### src/rtl/cc_timer_pkg.sv
package cc_timer_pkg;
  typedef enum logic [1:0] {
    MODE_FREE    = 2'b00,
    MODE_TOP_A   = 2'b01,
    MODE_TOP_CAP = 2'b10,
    MODE_SPARE   = 2'b11
  } tmode_e;

  localparam int FLG_ROLL = 0;
  localparam int FLG_CMPA = 1;
  localparam int FLG_CMPB = 2;
  localparam int FLG_CAP  = 3;
  localparam int NUM_FLG  = 4;
  localparam int NUM_CMP  = 2;
endpackage

### src/rtl/cc_timer_count.sv
module cc_timer_count
  import cc_timer_pkg::*;
#(
  parameter int W = 16
) (
  input  logic         clk,
  input  logic         rst_n,
  input  logic         tick,
  input  tmode_e       mode,
  input  logic         wr,
  input  logic [W-1:0] wdata,
  input  logic [W-1:0] top_a,
  input  logic [W-1:0] top_cap,
  output logic [W-1:0] cnt,
  output logic         cmp_en,
  output logic         roll_evt,
  output logic         top_evt
);
  localparam logic [W-1:0] MAXV = {W{1'b1}};

  logic         blk;
  logic         advance;
  logic         use_top;
  logic [W-1:0] top_sel;

  always_comb begin
    use_top = 1'b0;
    top_sel = '0;
    case (mode)
      MODE_TOP_A:   begin use_top = 1'b1; top_sel = top_a;   end
      MODE_TOP_CAP: begin use_top = 1'b1; top_sel = top_cap; end
      default:      begin use_top = 1'b0; top_sel = '0;      end
    endcase
  end

  assign advance  = tick & ~wr;
  assign top_evt  = advance & use_top & (cnt == top_sel);
  assign roll_evt = advance & (cnt == MAXV);
  assign cmp_en   = advance & ~blk;

  always_ff @(posedge clk or negedge rst_n) begin
    if (!rst_n) begin
      cnt <= '0;
      blk <= 1'b0;
    end else begin
      if (wr)           cnt <= wdata;
      else if (advance) cnt <= top_evt ? '0 : cnt + 1'b1;
      if (wr)           blk <= 1'b1;
      else if (tick)    blk <= 1'b0;
    end
  end
endmodule

### src/rtl/cc_timer_cmp.sv
module cc_timer_cmp #(
  parameter int W = 16
) (
  input  logic         clk,
  input  logic         rst_n,
  input  logic         cmp_en,
  input  logic [W-1:0] cnt,
  input  logic         wr,
  input  logic [W-1:0] wdata,
  input  logic         force_i,
  output logic [W-1:0] val,
  output logic         hit,
  output logic         pulse
);
  assign hit = cmp_en & (cnt == val);

  always_ff @(posedge clk or negedge rst_n) begin
    if (!rst_n) begin
      val   <= '0;
      pulse <= 1'b0;
    end else begin
      if (wr) val <= wdata;
      pulse <= hit | force_i;
    end
  end
endmodule

### src/rtl/cc_timer_irq.sv
module cc_timer_irq #(
  parameter int N = 4
) (
  input  logic         clk,
  input  logic         rst_n,
  input  logic [N-1:0] set,
  input  logic [N-1:0] clr,
  input  logic [N-1:0] ack,
  input  logic         mask_wr,
  input  logic [N-1:0] mask_wdata,
  input  logic         gie,
  output logic [N-1:0] flags,
  output logic [N-1:0] mask,
  output logic [N-1:0] irq
);
  always_ff @(posedge clk or negedge rst_n) begin
    if (!rst_n) begin
      flags <= '0;
      mask  <= '0;
    end else begin
      flags <= (flags & ~(clr | ack)) | set;
      if (mask_wr) mask <= mask_wdata;
    end
  end

  assign irq = flags & mask & {N{gie}};
endmodule

### src/rtl/cc_timer16.sv
module cc_timer16
  import cc_timer_pkg::*;
#(
  parameter int CNT_W = 16
) (
  input  logic             clk,
  input  logic             rst_n,
  input  logic             tick_en,
  input  logic [1:0]       mode_sel,
  input  logic             cnt_wr,
  input  logic [CNT_W-1:0] cnt_wdata,
  input  logic             cmpa_wr,
  input  logic [CNT_W-1:0] cmpa_wdata,
  input  logic             cmpb_wr,
  input  logic [CNT_W-1:0] cmpb_wdata,
  input  logic             cap_wr,
  input  logic [CNT_W-1:0] cap_wdata,
  input  logic             cap_evt,
  input  logic             force_a,
  input  logic             force_b,
  input  logic             mask_wr,
  input  logic [NUM_FLG-1:0] mask_wdata,
  input  logic [NUM_FLG-1:0] flag_clr,
  input  logic             gie,
  input  logic [NUM_FLG-1:0] irq_ack,
  output logic [CNT_W-1:0] cnt_o,
  output logic [CNT_W-1:0] cap_o,
  output logic [NUM_FLG-1:0] flags_o,
  output logic [NUM_FLG-1:0] irq_o,
  output logic             match_a_o,
  output logic             match_b_o
);
  tmode_e mode;
  assign mode = tmode_e'(mode_sel);

  logic             cmp_en, roll_evt, top_evt;
  logic [CNT_W-1:0] cap_q;
  logic             cap_is_top;
  logic             cap_take;

  logic [NUM_CMP-1:0]            cmp_wr_v, force_v, hit_v, pulse_v;
  logic [NUM_CMP-1:0][CNT_W-1:0] cmp_wdata_v, cmp_val;
  logic [NUM_FLG-1:0]            flag_set;
  logic [NUM_FLG-1:0]            mask_q;

  assign cmp_wr_v    = {cmpb_wr, cmpa_wr};
  assign cmp_wdata_v = {cmpb_wdata, cmpa_wdata};
  assign force_v     = {force_b, force_a};

  cc_timer_count #(.W(CNT_W)) u_count (
    .clk(clk), .rst_n(rst_n), .tick(tick_en), .mode(mode),
    .wr(cnt_wr), .wdata(cnt_wdata), .top_a(cmp_val[0]), .top_cap(cap_q),
    .cnt(cnt_o), .cmp_en(cmp_en), .roll_evt(roll_evt), .top_evt(top_evt)
  );

  for (genvar g = 0; g < NUM_CMP; g++) begin : g_cmp
    cc_timer_cmp #(.W(CNT_W)) u_cmp (
      .clk(clk), .rst_n(rst_n), .cmp_en(cmp_en), .cnt(cnt_o),
      .wr(cmp_wr_v[g]), .wdata(cmp_wdata_v[g]), .force_i(force_v[g]),
      .val(cmp_val[g]), .hit(hit_v[g]), .pulse(pulse_v[g])
    );
  end

  assign cap_is_top = (mode == MODE_TOP_CAP);
  assign cap_take   = cap_evt & ~cap_is_top;

  always_ff @(posedge clk or negedge rst_n) begin
    if (!rst_n)        cap_q <= '0;
    else if (cap_take) cap_q <= cnt_o;
    else if (cap_wr)   cap_q <= cap_wdata;
  end

  always_comb begin
    flag_set           = '0;
    flag_set[FLG_ROLL] = roll_evt;
    flag_set[FLG_CMPA] = hit_v[0];
    flag_set[FLG_CMPB] = hit_v[1];
    flag_set[FLG_CAP]  = cap_is_top ? top_evt : cap_evt;
  end

  cc_timer_irq #(.N(NUM_FLG)) u_irq (
    .clk(clk), .rst_n(rst_n), .set(flag_set), .clr(flag_clr), .ack(irq_ack),
    .mask_wr(mask_wr), .mask_wdata(mask_wdata), .gie(gie),
    .flags(flags_o), .mask(mask_q), .irq(irq_o)
  );

  assign cap_o     = cap_q;
  assign match_a_o = pulse_v[0];
  assign match_b_o = pulse_v[1];
endmodule

### config.mk
export PLATFORM = sky130hd
export DESIGN_NAME = cc_timer16
export DESIGN_NICKNAME = d
export VERILOG_FILES = /design/src/rtl/cc_timer_pkg.sv /design/src/rtl/cc_timer_count.sv /design/src/rtl/cc_timer_cmp.sv /design/src/rtl/cc_timer_irq.sv /design/src/rtl/cc_timer16.sv
export SDC_FILE = /design/constraint.sdc
export NUM_CORES = 1
export LEC_CHECK = 0
export BUFFER_PORTS_ARGS = -buffer_cell sky130_fd_sc_hd__buf_2
export CELL_PAD_IN_SITES_DETAIL_PLACEMENT = 1
export CELL_PAD_IN_SITES_GLOBAL_PLACEMENT = 2
export CORE_MARGIN = 4
export CORE_UTILIZATION = 32
export CTS_BUF_LIST = sky130_fd_sc_hd__clkbuf_4 sky130_fd_sc_hd__clkbuf_8 sky130_fd_sc_hd__clkbuf_16
export CTS_CLUSTER_SIZE = 25
export DETAILED_ROUTE_END_ITERATION = 6
export PLACE_DENSITY_LB_ADDON = 0.1
export SYNTH_ARGS = -nofsm -noshare
export SYNTH_HDL_FRONTEND = slang
export SYNTH_SLANG_ARGS = --single-unit
export TNS_END_PERCENT = 5
### constraint.sdc
create_clock -name clk -period 2.7 [get_ports clk]
set_input_delay 0.135 -clock clk [delete_from_list [all_inputs] [get_ports clk]]
set_output_delay 0.135 -clock clk [all_outputs]
set_load 0.01 [all_outputs]
# Word-level counts from Yosys, hierarchy flattened

Index checks and enable logic that the tools add are counted.

Flip-flop bits (word level): 75
Output and inout bits: 42
Word-level logic and storage cells: 49

Add/subtract/negate cells: 1
Eq/ne operators: 6
Muxes and demuxes: 10
Bitwise operators: 19
Reductions and logical operators: 4

Operators by type and width:

| kind                  | number |
|---|---|
| $mux 16               | 5 |
| $eq 16x16->1          | 3 |
| $pmux 16 s2           | 1 |
| $add 16x1->16 const B | 1 |
| $eq 16x16->1 const B  | 1 |
| $and 4x4->4           | 3 |
| $and 1x1->1           | 8 |
| $or 4x4->4            | 2 |
| $reduce_bool 2->1     | 3 |
| $mux 1                | 4 |
| $not 4->4             | 1 |
| $not 1->1             | 3 |
| $eq 2x1->1 const B    | 1 |
| $eq 2x2->1 const B    | 1 |
| $or 1x1->1            | 2 |
| $reduce_or 2->1       | 1 |

# Depth between registers and ports, before layout

Depth after elaboration: 8
Gate-level depth with buffers: 12
Mapped depth without buffers: 9

# Modules after synthesis

A second synthesis with hierarchy kept.

Cells, all modules: 399
Area, all modules: 4658.2 um2

By module, submodules not included:

| module         | times used | cells an instance | area an instance (um2) |
|---|---|---|---|
| cc_timer_count | 1          | 200               | 1806.7 |
| cc_timer_cmp   | 2          | 60                | 813.3 |
| cc_timer16     | 1          | 55                | 909.6 |
| cc_timer_irq   | 1          | 24                | 315.3 |

# Worst setup path after synthesis

OpenSTA, ideal clock, no wires.

Path kind: register to register
Start: register u_count.cnt[1]
End: register u_count.cnt[13]
Library setup time: 0.126 ns
Data arrival time: 2.243 ns
Slack: 0.331 ns
Stages on the path, launching flop included: 9
Buffers on the path: 2
Clock period less this slack: 2.369 ns
Path through: dfrtp_1 -> clkbuf_1 -> or3b_1 -> o32ai_2 -> o32ai_1 -> nor4_4 -> buf_6 -> a21oi_2 -> a221o_1

Cells in the longest elaborated chain, start to end: 5
Elaborated cells on any way between the ends: 6
Classes of those cells: add/sub: 1; eq/ne: 1; mux: 3; bitwise: 1

RTL lines:

| what                                                  | RTL line             | source |
|---|---|---|
| start, declared                                       | cc_timer_count.sv:14 | `output logic [W-1:0] cnt,` |
| start signal, assigned                                | cc_timer_count.sv:46 | `if (wr) cnt <= wdata;` |
| start signal, assigned                                | cc_timer_count.sv:47 | `else if (advance) cnt <= top_evt ? '0 : cnt + 1'b1;` |
| branches (longest 2 deep; another with $add 16x1->16) | --                   |  |
| $mux 16 (*) (2 in a row)                              | cc_timer_count.sv:47 |  |
| $mux 16 (*)                                           | cc_timer_count.sv:46 |  |

Every way passes the cells marked *. The select of a mux whose other input is x is not followed.
A chain may end at the register's enable or synchronous reset.

# Worst setup path in the final report

Start: input port mode_sel[1]
End: register u_count.cnt[5]

Cells in the longest elaborated chain, start to end: 8
Elaborated cells on any way between the ends: 11
Classes of those cells: eq/ne: 3; mux: 5; bitwise: 2; reduce/logical: 1

RTL lines:

| what                                                | RTL line             | source |
|---|---|---|
| start, declared                                     | cc_timer16.sv:9      | `input logic [1:0] mode_sel,` |
| branches (longest 4 deep; another with $pmux 16 s2) | --                   |  |
| $and 1x1->1 (*)                                     | cc_timer_count.sv:37 | `assign top_evt = advance & use_top & (cnt == top_sel);` |
| $mux 16 (*) (2 in a row)                            | cc_timer_count.sv:47 |  |
| $mux 16 (*)                                         | cc_timer_count.sv:46 |  |

Marks and branches as above.

==> summary.md <==
| Metric | Value |
|---|---|
| Largest family of logic cells by synthesized area | compound AO/OA/AOI/OAI gates |
| Lkg Pwr | approximately 0.0025 uW |
| Capture point of the worst reg-to-reg path | u_count.cnt[5] |
| XOR/XNOR Fraction of Synth Area | 7.84% |
| Reg2Reg Depth | 8 |
| Initial core utilization | about a third |
| Yosys warns | 0 |
| Synthesized flop and latch total | 75 |
| Crit-path leading delay family | simple AND/OR/NAND/NOR gates |
| Std-Cell Core Area | 13300 um2 |
| Min Tclk post-route | 2450 ps |
| Die area | 15600 um2 |
| Max incr delay on CP | 490 ps |
| Synth cell types | 49 |
| Clock Tree Root | clkbuf_16 |
| Setup violations, final | 0 |
| DRC violation count after routing | 0 |
| Mux share of post-synthesis cell area | 13.4% |
| CTS Buffer Depth | 2 |
| Post-route cell area | 5590 um2 |
| Clk_skew | 11.2 ps |
| Post-synthesis simple-gate area fraction | 14.7% |
| WP data arrival | 2670 ps |
| Final #Nets | 651 |
| Critical Path Slowest Stage Cell | ha_1 |
| Total CTS buffers | 9 |
| Syn Nets | 519 |
| Pwr/cell area | 609 nW/um2 |
| Post-synth EDFFs | 0 |
| Crit path required time | 2920 ps |
| Post-Syn Area | about 4400 um2 |
| Post-DR vias/cell | 5.21 |
| Worst Setup End Kind | register |
| Wire length per cell | 19.5 um |
| Die width | between 100 and 150 um |
| FP Rows | 42 |
| Overflow after GRT | 0 |
| Tcrit/Tclk final | roughly nine tenths |
| Layout cells sized above 1 | around two fifths |
| Total chip power | 3400 uW |
| I/O pin total | 132 |
| Number of global-route vias before repair | 4121 |
| Initial antenna violation count | 0 |
| Layout area overhead | 28.2% |
| Num Clock Sinks | 75 |
| Status | finished with violations |
| Worst r2r src | g_cmp[0].u_cmp.val[2] |
| Synth Area in Compound Gates | between 10% and 20% |
| Final ANT Viol Nets | 0 |
| Clk slew on worst S/H paths | 60 ps |
| Final hold vios | 58 |
| Skew-Pair Late Insertion Delay | 350 ps |
| GRT Util Overall | a little under a fifth |
| Hold Crit Class | primary input to async pin |
| Hold_ws | -51.2 ps |
| Fin Setup TNS | 0 ps |
| Max Fclk | 0.409 GHz |
| Critical Path Start Type | primary input |
| Die Height | ~120 um |
| Vias | between 3000 and 4000 |
| Critical-path cell list | buf_2, inv_1, ha_1, a22oi_1, a22o_1, nor4_1, nand4_1, nor4_4, buf_12, a21oi_1, a221o_1 |
| CP max FO | 17 |
| Worst Tran Pin Value | 995 ps |
| Gate Count Post-Synth | ~430 |
| Synth Area per Inst | 10.2 um2 |
| Synth async-reset ratio | 100% |
| TritonCTS clock tree | yes |
| H-tree lvl count | 3 |
| Critical path type | primary input to register |
| Worst slew margin | between 30% and 40% |
| Final design utilization | 42.0% |
| First-pass GRT wire length | between 20 and 25 mm |
| N_diodes | 0 |
| Port Buf Inserts | 131 |
| Buf+Inv Stages, Crit Path | 3 |
| Failing checks | hold timing |
| Area after DPL | around 5200 um2 |
| Drt first pass iters | 4 |
| Max Slew Vio Count | 0 |
| VDD IR-drop max | 239 uV |
| RSZ-0062 raised after global routing | no |
| Post-Synth Adder-Cell Area | 0.861% |
| DRT Wirelength | about 14 mm |
| Initial DRC count | 135 |
| Largest net degree at the start of global routing | 76 |
| Max-Cap Viols | 0 |
| Detailed placement HPWL | 10.8 mm |
| Worst R2R Setup Slack | 370 ps |
| Top_reg_cell synth | dfrtp_1 |
| Sequential fraction of the synthesis area | 43.1% |
| GP Congestion | between 0.7 and 0.8 |
-- flip-flops by register name, indices dropped and copies added, names as in the netlist --
register           cells
u_irq.flags            4
g_cmp.u_cmp.val       32
u_count.blk            1
u_irq.mask             4
g_cmp.u_cmp.pulse      2
u_count.cnt           16
cap_o                 16
-- cell usage after synthesis (all sizes together), types with 9 or more instances --
| library cell | count | share of area, % |
|---|---|---|
| buf | 9 | 1.7 |
| mux2i | 18 | 4.1 |
| mux2 | 36 | 9.3 |
| o21ai | 20 | 2.3 |
| nor2 | 16 | 1.4 |
| xnor2 | 18 | 3.6 |
| xor2 | 21 | 4.2 |
| nand3 | 17 | 2.0 |
| dfrtp | 75 | 43 |
| clkbuf | 28 | 2.4 |
| nand2 | 35 | 3.0 |
| a22oi | 18 | 4.0 |
| a21oi | 19 | 2.4 |
| nor4 | 11 | 2.2 |
-- area by class of cell --
class	count	area [um2]
Clock buffer	11	246
Clock inverter	5	52.6
Fill cell	1571	7710
Inverter	6	22.5
Multi-Input combinational cell	308	2280
Sequential cell	75	1880
Tap cell	176	220
Timing Repair Buffer	158	886
-- report_power, final --
| group | internal, uW | switching (uW) |
|---|---|---|
| sequential | 1240 | 148 |
| combinational | 365 | 410 |
| clock | 747 | 490 |
| total | 2360 | 1050 |
-- per-stage QoR --
stage	setup slack [ps]	std cells
floorplan	331	426
global placement	10.2	718
detailed placement	-63.8	718
CTS	296	739
global route	97.4	739
finish	254	739
-- layout by cell type, fill, tap and decap left out, types with 3 or more instances in the layout --
| cell type | count |
|---|---|
| mux2_2 | 36 |
| xnor2_1 | 18 |
| a21oi_2 | 3 |
| nor3_1 | 8 |
| inv_1 | 6 |
| dlygate4sd3_1 | 5 |
| nand4_1 | 7 |
| xor2_1 | 21 |
| ha_1 | 3 |
| a22oi_1 | 14 |
| nor4_1 | 8 |
| and3_1 | 6 |
| nor2_1 | 16 |
| o21a_1 | 8 |
| nand2b_1 | 5 |
| or3_1 | 7 |
| mux2i_1 | 18 |
| clkbuf_16 | 9 |
| buf_2 | 130 |
| nand2_1 | 35 |
| nor4b_1 | 3 |
| o21ai_0 | 20 |
| buf_4 | 22 |
| clkinv_2 | 3 |
| a21oi_1 | 16 |
| a22o_1 | 4 |
| dfrtp_1 | 75 |
| a221o_1 | 8 |
| nand3_1 | 17 |
-- worst max-delay path by stage --
stage / startpoint / endpoint / slack, ps / cells past startpoint
after global routing: mode_sel[1] / u_count.cnt[5] / 100 / 11
after global placement: mode_sel[1] / u_count.cnt[10] / 10 / 10
after CTS: mode_sel[1] / u_count.cnt[10] / 300 / 10
after floorplan: u_count.cnt[1] / u_count.cnt[13] / 330 / 8
final: mode_sel[1] / u_count.cnt[5] / 250 / 11
after detailed placement: mode_sel[1] / u_count.cnt[10] / -60 / 10
-- routing by layer --
metal	part of all wire, %	vias to the layer above	global-route usage, %	wire [um]
met5	0	-	0	0
li1	-	1811	-	-
met4	1.7	0	6.77	240
met2	46	104	30.0	6680
met3	4.5	12	3.77	642
met1	47	1924	25.1	6830
-- kinds of logic after synthesis --
family                   count (synthesis)
AO/OA/AOI/OAI                           91
XOR/XNOR                                39
adder cells (fa/ha/maj)                  3
buffers and inverters                   43
flip-flops                              75
multiplexers                            54
AND/OR/NAND/NOR                        121
-- worst reg2reg max path, cell delays in order (launching register included) --
cell and delay (ps):
dfrtp_1 430, a22oi_4 110, or3b_1 390, o32ai_2 220, o32ai_1 190, nor4_4 340, buf_12 200, a21oi_1 70
a221o_1 280
-- what timing repair did --
action	CTS	global route
buffers inserted	0	0
hold endpoints to repair	5	0
gates resized for setup	0	0
hold buffers	5	0
Note: power is estimated with default switching activity, not from simulation.
